`src/rtl/trig_stat_pkg.sv`:
```
package trig_stat_pkg;
    localparam int NUM_TRIG = 8;
    localparam int REG_W    = 32;

    typedef enum logic {
        VIEW_LIVE   = 1'b0,
        VIEW_STICKY = 1'b1
    } view_t;

    typedef struct packed {
        view_t view;
        logic  clr_ok;
    } ctrl_t;

    function automatic logic sticky_next(input view_t v, input logic trig,
                                         input logic cur, input logic clr);
        if (v == VIEW_LIVE) return trig;
        return trig | (cur & ~clr);
    endfunction
endpackage

```
`src/rtl/trig_sticky_bank.sv`:
```
module trig_sticky_bank
    import trig_stat_pkg::*;
#(
    parameter int N = NUM_TRIG
) (
    input  logic         clk,
    input  logic         rst,
    input  ctrl_t        ctrl,
    input  logic [N-1:0] trig,
    input  logic [N-1:0] clr_req,
    output logic [N-1:0] sticky_q
);
    logic [N-1:0] clr_eff;
    assign clr_eff = clr_ctrl(ctrl, clr_req);

    function automatic logic [N-1:0] clr_ctrl(input ctrl_t c, input logic [N-1:0] r);
        return (c.clr_ok && c.view == VIEW_STICKY) ? r : '0;
    endfunction

    for (genvar i = 0; i < N; i++) begin : g_bit
        always_ff @(posedge clk) begin
            if (rst) sticky_q[i] <= 1'b0;
            else     sticky_q[i] <= sticky_next(ctrl.view, trig[i], sticky_q[i], clr_eff[i]);
        end

        assert_set_R3: assert property (@(posedge clk) disable iff (rst)
            (ctrl.view == VIEW_STICKY && trig[i]) |=> sticky_q[i]);
        assert_hold_R3: assert property (@(posedge clk) disable iff (rst)
            (ctrl.view == VIEW_STICKY && sticky_q[i] && !clr_req[i]) |=> sticky_q[i]);
        assert_clear_R4: assert property (@(posedge clk) disable iff (rst)
            (ctrl.view == VIEW_STICKY && ctrl.clr_ok && clr_req[i] && !trig[i]) |=> !sticky_q[i]);
        assert_gate_R5: assert property (@(posedge clk) disable iff (rst)
            (ctrl.view == VIEW_STICKY && !ctrl.clr_ok && sticky_q[i]) |=> sticky_q[i]);
        assert_follow_R9: assert property (@(posedge clk) disable iff (rst)
            (ctrl.view == VIEW_LIVE) |=> (sticky_q[i] == $past(trig[i])));
    end

    assert_reset_R7: assert property (@(posedge clk) rst |=> (sticky_q == '0));
endmodule

```
`src/rtl/trig_read_sel.sv`:
```
module trig_read_sel
    import trig_stat_pkg::*;
#(
    parameter int N = NUM_TRIG,
    parameter int W = REG_W
) (
    input  logic         clk,
    input  logic         rst,
    input  view_t        view,
    input  logic [N-1:0] live,
    input  logic [N-1:0] sticky,
    output logic [W-1:0] rd_data
);
    localparam int PAD = W - N;

    logic [N-1:0] sel;
    always_comb begin
        unique case (view)
            VIEW_LIVE:   sel = live;
            VIEW_STICKY: sel = sticky;
            default:     sel = live;
        endcase
    end
    assign rd_data = {{PAD{1'b0}}, sel};

    assert_upper_zero_R1: assert property (@(posedge clk) disable iff (rst)
        rd_data[W-1:N] == '0);
    assert_live_R2: assert property (@(posedge clk) disable iff (rst)
        (view == VIEW_LIVE) |-> (rd_data[N-1:0] == live));
endmodule

```
`src/rtl/trig_status_reg.sv`:
```
module trig_status_reg
    import trig_stat_pkg::*;
#(
    parameter int N = NUM_TRIG,
    parameter int W = REG_W
) (
    input  logic         clk,
    input  logic         rst,
    input  logic         latch_mode_i,
    input  logic         ext_en_i,
    input  logic [N-1:0] trig_i,
    input  logic         wr_en_i,
    input  logic [W-1:0] wr_data_i,
    output logic [W-1:0] rd_data_o
);
    ctrl_t        ctrl;
    logic [N-1:0] clr_req;
    logic [N-1:0] sticky_q;

    assign ctrl.view   = latch_mode_i ? VIEW_STICKY : VIEW_LIVE;
    assign ctrl.clr_ok = ext_en_i;
    assign clr_req     = wr_en_i ? wr_data_i[N-1:0] : '0;

    trig_sticky_bank #(.N(N)) u_bank (
        .clk(clk), .rst(rst), .ctrl(ctrl), .trig(trig_i),
        .clr_req(clr_req), .sticky_q(sticky_q)
    );

    trig_read_sel #(.N(N), .W(W)) u_rd (
        .clk(clk), .rst(rst), .view(ctrl.view), .live(trig_i),
        .sticky(sticky_q), .rd_data(rd_data_o)
    );

    assert_set_wins_R8: assert property (@(posedge clk) disable iff (rst)
        (latch_mode_i && wr_en_i && ext_en_i && (trig_i & wr_data_i[N-1:0]) != '0)
        |=> latch_mode_i |-> ((rd_data_o[N-1:0] & $past(trig_i & wr_data_i[N-1:0]))
                              == $past(trig_i & wr_data_i[N-1:0])));
    assert_live_write_R6: assert property (@(posedge clk) disable iff (rst)
        (!latch_mode_i && wr_en_i) |-> (rd_data_o[N-1:0] == trig_i));
endmodule

```
`config.mk`:
```
export PLATFORM = sky130hd
export DESIGN_NAME = trig_status_reg
export DESIGN_NICKNAME = d
export VERILOG_FILES = /design/src/rtl/trig_stat_pkg.sv /design/src/rtl/trig_sticky_bank.sv /design/src/rtl/trig_read_sel.sv /design/src/rtl/trig_status_reg.sv
export SDC_FILE = /design/constraint.sdc
export NUM_CORES = 1
export LEC_CHECK = 0
export BUFFER_PORTS_ARGS = -buffer_cell sky130_fd_sc_hd__buf_2
export CELL_PAD_IN_SITES_DETAIL_PLACEMENT = 0
export CELL_PAD_IN_SITES_GLOBAL_PLACEMENT = 1
export CORE_ASPECT_RATIO = 0.5
export CORE_MARGIN = 1.5
export CORE_UTILIZATION = 20
export CTS_CLUSTER_DIAMETER = 80
export DETAILED_ROUTE_END_ITERATION = 6
export PLACE_DENSITY = 0.79
export SYNTH_ARGS = -nofsm -noshare
export SYNTH_HDL_FRONTEND = slang
export SYNTH_SLANG_ARGS = --single-unit
```
`constraint.sdc`:
```
create_clock -name clk -period 0.8 [get_ports clk]
set_input_delay 0.08 -clock clk [delete_from_list [all_inputs] [get_ports clk]]
set_output_delay 0.08 -clock clk [all_outputs]
set_load 0.01 [all_outputs]
```
==> metrics.csv <==
metric,value,unit
critical_path_class,flip-flop to output pin,
crit_chain,mux2_4 > buf_6,
routed-via-count,521,
drive_gt1_share,45.4,%
cpPeakStageDelay,0.31,ns
required,0.72,ns
yosys-top-cells-area,"buf_4, dfxtp_1, and4b_1, mux2_2, a21oi_1",
ys_ff_latch,8,
clock_skew,0,ns
die_x,82.5,microns
path_clk_slew,0.04,ns
die_area,3530,sq um
hpwlAfterDp,944,microns
yosys.cell_types.count,11,
synth_enable_flop_cells,0,
worst_setup_path_start_kind,flip-flop,
nets,144,
syn-instance-count,68,
final_core_util,28.0,%
holdCritPathClass,primary input to flip-flop,
grtUsageTotal,7.83,%
gp_congestion,0.688,
worst_slack,-0.197,ns
portBuffers,28,
die_h,42.7,microns
netlist_area,632,sq um
diodes,0,
tritoncts,built,
top_register,u_bank.sticky_q,
met2_usage,14.8,%
num_io_pins,77,
final-instance-count-excl-fill,137,
fin_crit_sh,125,%
rows,14,
routed_wirelength,1270,microns
violations,negative setup slack,
grt_pass1_wl,2010,microns
cp_max_fo,2,
grt_overflow,0,
wire_per_inst,9.26,microns
synth_seq_area_share,25.3,%
outcome,"finished, violations left",
syn_avg_cell_area,9.29,sq um
yosysWarnings,0,
grt_pass1_vias,465,
yosys-top-cells-count,"buf_4, a21oi_1, and4b_1, dfxtp_1, nor3_1",
busiest_layer,met2,
crit_path_top_delay_cell,dfxtp_1,
cp.arrival,0.92,ns
seq_area,164,sq um
routed_via_density,3.80,
cts_root_buffer,clkbuf_8,
period_minus_slack,0.997,ns
grt_max_degree,16,
yosysMostFrequentCell,buf_4,
max-clock-path-buffers,2,
htreeDepth,1,
setup_viol,8,
rsz0062_at_grt,true,
worst_setup_path_end_kind,output pin,
clkLatencyLatePin,0.23,ns
initial_core_util,21.0,%
fmax,1000,MHz
fp.coreArea,3010,sq um
n_fill_cell,324,
top_regs,u_bank.sticky_q: 8 flops,
async_reset_ff_share,0,%
hold_buffers,0,
ant_nets,0,
power.density,1510,nW/um^2
total_leakage_power,0.446,nW
cap_violations,0,
cts_buffers,3,
antenna_found_initial,0,
largest_reg_flops,8,
grtUsageMet1,7.17,%
synth_top_area_share,28.5,%
hold_viol_final,0,
yosys_most_used_dff,dfxtp_1,
multi_input_area,370,sq um
ir_drop,0.438,mV
drv_slew,0,
drt_iter0_drc,22,
use_met3,3.23,%
cts.sinks,8,
drt_first_pass_iters,4,
drc,0,
numPlacedInstances,134,
synth_area_leader_cell,buf_4,
area_growth,33.5,%
## layer usage
layer / up-vias / routed length [microns]
met5: - / 0
met4: 0 / 19
met3: 2 / 102
met2: 29 / 644
met1: 236 / 502
li1: 254 / -
## cell usage in the layout, fill, tap and decap left out
| cell type | n |
|---|---|
| buf_2 | 20 |
| a21oi_1 | 8 |
| buf_4 | 1 |
| dfxtp_2 | 3 |
| clkbuf_8 | 3 |
| mux2_4 | 8 |
| buf_12 | 1 |
| buf_6 | 8 |
| nor3_1 | 8 |
| conb_1 | 24 |
| and4b_1 | 8 |
| dfxtp_1 | 5 |
## area by class of cell
class | instances | area share (%)
multi-input combinational | 56 | 43.9
timing repair buffer | 30 | 25.8
sequential | 8 | 19.4
tap | 40 | 5.93
clock buffer | 3 | 4.90
## cells by family after synthesis
kind of cell | after synthesis | share of synthesized area [%]
compound gates | 8 | 6.34
flops | 8 | 25.3
other cells | 1 | 0.593
mux | 8 | 15.4
simple gates | 16 | 19.0
buf+inv | 27 | 33.3
## report_power, final
group          leakage (nW)  total [mW]  internal [mW]  switching (mW)
registers            0.0675       0.445          0.431          0.0141
clock network        0.0216       0.480          0.326           0.155
logic                 0.357       0.350          0.185           0.164
## through the flow
stage                     setup WS [ns]  total power [mW]  cell area [sq um]  hold slack (ns)  TNS (ns)
after floorplan                  0.0959             0.711                718            0.247         0
after global placement          -0.0776             0.727                726            0.372    -0.487
after detailed placement        -0.0750             0.732                726            0.372    -0.508
after CTS                        -0.198              1.28                837            0.144     -1.56
after global routing             -0.223              1.35                843            0.160     -1.73
final                            -0.197              1.27                843            0.141     -1.53
## path summary, 6_finish.rpt
check	startpoint	to	slack (ns)	depth (start not counted)
max	u_bank.sticky_q[4]	rd_data_o[4]	-0.20	2
min	rst	u_bank.sticky_q[5]	0.14	2
max reg2reg	u_bank.sticky_q[4]	u_bank.sticky_q[4]	0.16	2
min reg2reg	u_bank.sticky_q[2]	u_bank.sticky_q[2]	0.51	2
## critical path: cells and delay by family (launching register included)
kind | cells | cell delay, ns
mux | 1 | 0.26
buf+inv | 1 | 0.12
flops | 1 | 0.31
## repair_timing
item	in CTS	in global routing
buffers inserted	0	0
gates resized for setup	14	3
pin swaps	0	0
endpoints found under the hold margin	0	0
setup endpoints to repair	8	8
No activity file was read; power rests on OpenSTA's default activity.
